### src/rtl/xcnt_pkg.sv
package xcnt_pkg;
   typedef enum logic {
      INC_ADDER  = 1'b0,
      INC_TOGGLE = 1'b1
   } inc_style_e;
endpackage

### src/rtl/xcnt_enable_reg.sv
module xcnt_enable_reg (
   input  logic clk_i,
   input  logic mrst_i,
   input  logic start_i,
   input  logic en_a_i,
   input  logic en_b_i,
   output logic go_o
);
   logic en_flag_q;

   always_ff @(posedge clk_i or posedge mrst_i) begin
      if (mrst_i) en_flag_q <= 1'b1;
      else        en_flag_q <= ~(en_a_i ^ en_b_i);
   end

   assign go_o = en_flag_q | start_i;
endmodule

### src/rtl/xcnt_core.sv
module xcnt_core
   import xcnt_pkg::*;
#(
   parameter int         WIDTH = 8,
   parameter inc_style_e STYLE = INC_TOGGLE
) (
   input  logic             clk_i,
   input  logic             mrst_i,
   input  logic             go_i,
   output logic [WIDTH-1:0] q_o
);
   logic [WIDTH-1:0] q_r;
   logic [WIDTH-1:0] nxt;

   generate
      if (STYLE == INC_ADDER) begin : g_adder
         localparam logic [WIDTH-1:0] ONE = WIDTH'(1);
         always_comb nxt = go_i ? q_r + ONE : q_r;
      end else begin : g_toggle
         always_comb begin
            logic carry;
            carry = go_i;
            for (int i = 0; i < WIDTH; i++) begin
               nxt[i] = q_r[i] ^ carry;
               carry  = carry & q_r[i];
            end
         end
      end
   endgenerate

   always_ff @(posedge clk_i or posedge mrst_i) begin
      if (mrst_i) q_r <= '0;
      else        q_r <= nxt;
   end

   assign q_o = q_r;
endmodule

### src/rtl/xcnt_out.sv
module xcnt_out #(
   parameter int WIDTH = 8
) (
   input  logic [WIDTH-1:0] q_i,
   output logic [WIDTH-1:0] q_o,
   output logic [WIDTH-1:0] qn_o
);
   genvar b;
   generate
      for (b = 0; b < WIDTH; b++) begin : g_bit
         assign q_o[b]  = q_i[b];
         assign qn_o[b] = ~q_i[b];
      end
   endgenerate
endmodule

### src/rtl/xor_enable_counter.sv
module xor_enable_counter
   import xcnt_pkg::*;
#(
   parameter int         WIDTH = 8,
   parameter inc_style_e STYLE = INC_TOGGLE
) (
   input  logic             clk_i,
   input  logic             mrst_i,
   input  logic             start_i,
   input  logic             en_a_i,
   input  logic             en_b_i,
   output logic [WIDTH-1:0] cnt_q_o,
   output logic [WIDTH-1:0] cnt_qn_o
);
   localparam int MAX_WIDTH = 64;

   generate
      if (WIDTH < 2 || WIDTH > MAX_WIDTH) begin : g_bad_width
         $error("xor_enable_counter: WIDTH out of range");
      end
   endgenerate

   logic             go;
   logic [WIDTH-1:0] cnt;

   xcnt_enable_reg u_en (
      .clk_i   (clk_i),
      .mrst_i  (mrst_i),
      .start_i (start_i),
      .en_a_i  (en_a_i),
      .en_b_i  (en_b_i),
      .go_o    (go)
   );

   xcnt_core #(.WIDTH(WIDTH), .STYLE(STYLE)) u_core (
      .clk_i  (clk_i),
      .mrst_i (mrst_i),
      .go_i   (go),
      .q_o    (cnt)
   );

   xcnt_out #(.WIDTH(WIDTH)) u_out (
      .q_i  (cnt),
      .q_o  (cnt_q_o),
      .qn_o (cnt_qn_o)
   );
endmodule

### config.mk
export PLATFORM = sky130hd
export DESIGN_NAME = xor_enable_counter
export DESIGN_NICKNAME = d
export VERILOG_FILES = /design/src/rtl/xcnt_pkg.sv /design/src/rtl/xcnt_enable_reg.sv /design/src/rtl/xcnt_core.sv /design/src/rtl/xcnt_out.sv /design/src/rtl/xor_enable_counter.sv
export SDC_FILE = /design/constraint.sdc
export NUM_CORES = 1
export LEC_CHECK = 0
export BUFFER_PORTS_ARGS = -buffer_cell sky130_fd_sc_hd__buf_2
export CAP_MARGIN = 25
export CORE_AREA = 5 5 42 44
export CTS_BUF_LIST = sky130_fd_sc_hd__clkbuf_2 sky130_fd_sc_hd__clkbuf_4 sky130_fd_sc_hd__clkbuf_8
export CTS_CLUSTER_SIZE = 10
export DETAILED_ROUTE_END_ITERATION = 8
export DIE_AREA = 0 0 47 49
export PLACE_DENSITY_LB_ADDON = 0.2
export SYNTH_ARGS = -nofsm -noshare
export SYNTH_HDL_FRONTEND = slang
export SYNTH_SLANG_ARGS = --single-unit
### constraint.sdc
create_clock -name clk_i -period 2.1 [get_ports clk_i]
set_input_delay 0 -clock clk_i [delete_from_list [all_inputs] [get_ports clk_i]]
set_output_delay 0 -clock clk_i [all_outputs]
set_load 0.02 [all_outputs]
==> flow_metrics.tcl <==
set metrics [dict create \
    cp_top_family "adder cells" \
    crit_top_cell "ha_2" \
    gp_congestion 0.554 \
    place_area_sq_um 492 \
    drc 0 \
    worstPathArrival_ns 2.16 \
    cp-end-kind "register" \
    p_leak_uw 0.000323 \
    numCtsBuffers 3 \
    num_vias 278 \
    critPathBufInv 0 \
    syn_inst 28 \
    critPathRequiredTime_ns 2.24 \
    critPathLaunchType "register" \
    postSynthAreaPerCell_sq_um 13.3 \
    path_max_fanout 1 \
    grt_pass1_vias 275 \
    slew_violations 0 \
    fmax_ghz 0.495 \
    dp.final_hpwl_microns 514 \
    syn_nets 40 \
    setup_viol 0 \
    yosys_warnings 0 \
    crit_chain "or2_1 -> ha_2 -> ha_2 -> ha_1 -> ha_1 -> ha_1 -> ha_2 -> ha_2 -> xor2_1" \
    drt_iter0_markers 1 \
    slowest_delay_ns 0.36 \
    fin_crit_ns 2.02 \
    ant_nets 0 \
    vias_per_cell 3.92 \
    grt_pass1_wl_microns 1060 \
    worstMarginPinSlew_ns 0.349 \
    hp-class "primary input to register" \
    dieArea_sq_mm 0.00230 \
    critical_path_class "register to register" \
    layout.nets 68 \
    clock-sinks 9 \
    holdWs_ns 0.0880 \
    ys_ff_latch 9 \
    pre_cts_ws_ns 0.00425 \
    row_count 14 \
    cts_tree "yes" \
    clkTransAtPathRegs_ns 0.06 \
    antenna_found_initial 0 \
    antennaDiodeCount 0 \
    io_pins 21 \
    fin_area_sq_um 562 \
    cts_root_buffer "clkbuf_4" \
    power_density_mw_per_mm2 1480 \
    finalPower_uw 833 \
    start_util 0.265 \
    cts_buffer_depth 2 \
    maxCapViolations 0 \
    status "complete, no violations" \
    wl_per_cell_microns 9.35 \
    ir_drop_mv 0.579 \
    synthDistinctLibCells 7 \
    period_share 0.963 \
    numPortBuffers 20 \
    cts_max_level 1 \
    wl_microns 664 \
    die_w_microns 47 \
    slew_headroom 0.767 \
    finalWorstSetupSlack_ns 0.0783 \
    area_growth_pct 51.2 \
    hold_viol 0 \
    ys_seq_area_frac 0.609 \
    die-height_microns 49 \
    design.core.area_sq_mm 0.00140 \
    fin_skew_ns 0.000890 \
    grt_max_degree 10 \
    grt_use_total 0.0625 \
    cp_slowest_cell "dfstp_2" \
    synth_area_sq_um 372 \
    clk_latency_ns 0.25 \
    first_pass_iters 2 \
    drive_gt1_frac 0.527 \
    gr-total-overflow 0 \
]
-- sequential cells by signal (all words and copies together), names as in the netlist --
name	cells
u_core.q_o	8
u_en.en_flag_q	1
-- cell usage after synthesis --
master,count,share of area
or2_1,1,0.017
ha_1,7,0.24
dfstp_2,1,0.071
inv_1,9,0.091
dfrtp_1,8,0.54
xor2_1,1,0.024
xnor2_1,1,0.024
-- cell usage in the layout (no fill, tap or decap) --
master | netlist | final
buf_2 | 0 | 20
inv_1 | 9 | 9
dfrtp_1 | 8 | 8
ha_2 | 0 | 4
clkbuf_4 | 0 | 4
ha_1 | 7 | 3
dlygate4sd3_1 | 0 | 3
or2_1 | 1 | 1
xor2_1 | 1 | 1
xnor2_1 | 1 | 1
dfstp_2 | 1 | 1
-- path summary, 6_finish.rpt --
check,from,endpoint,slack (ns),cells after the start
min in group asynchronous,mrst_i,u_core.q_o[7]$_DFF_PP0_,0.25,3
setup / recovery,u_en.en_flag_q$_DFF_PP1_,u_core.q_o[7]$_DFF_PP0_,0.08,9
hold reg to reg,u_core.q_o[7]$_DFF_PP0_,u_core.q_o[7]$_DFF_PP0_,0.49,1
setup reg to reg,u_en.en_flag_q$_DFF_PP1_,u_core.q_o[7]$_DFF_PP0_,0.08,9
max in group asynchronous,mrst_i,u_en.en_flag_q$_DFF_PP1_,1.55,3
hold / removal,start_i,u_core.q_o[0]$_DFF_PP0_,0.09,3
-- power by group --
| part | switching [uW] | internal [uW] | total [uW] |
|---|---|---|---|
| combinational | 258 | 138 | 396 |
| sequential | 48.4 | 245 | 293 |
| clock | 57.5 | 85.9 | 143 |
| total | 364 | 469 | 833 |
-- layout make-up --
type	count	area [sq um]
tap	16	20.0
fill	149	840
clock buffer	4	30.0
multi-input combinational	10	121
sequential	9	226
inverter	9	33.8
timing repair buffer	23	130
-- tightest hold or removal path, cell delays in order --
cell and delay [ns]:
buf_2 0.07, or2_1 0.10, ha_2 0.14
-- through the flow --
stage / setup TNS, ns / std cells / util
floorplan: 0 / 28 / -
global placement: -0.00444 / 64 / 0.351
detailed placement: 0 / 64 / 0.351
CTS: 0 / 71 / 0.396
global route: -0.00354 / 71 / 0.401
finish: 0 / 71 / 0.401
-- kinds of logic after synthesis --
| kind of cell | Yosys count | share of synthesized area |
|---|---|---|
| xor gates and xnor gates | 2 | 0.0471 |
| adders and majority gates | 7 | 0.236 |
| buffers and inverters | 9 | 0.0909 |
| DFF | 9 | 0.609 |
| and+or+nand+nor | 1 | 0.0168 |
-- per-layer routing --
layer / routed length (microns) / global-route usage
met5: 0 / 0
met4: 4 / 0.0415
met3: 79 / 0.0221
met1: 253 / 0.0679
met2: 327 / 0.0973
-- repair_timing --
action / in CTS / in global routing
setup endpoints to repair: 1 / 1
buffers inserted: 0 / 0
hold endpoints to repair: 9 / 0
resized for setup: 1 / 3
hold buffers: 3 / 0
(Power assumes the default switching activity.)
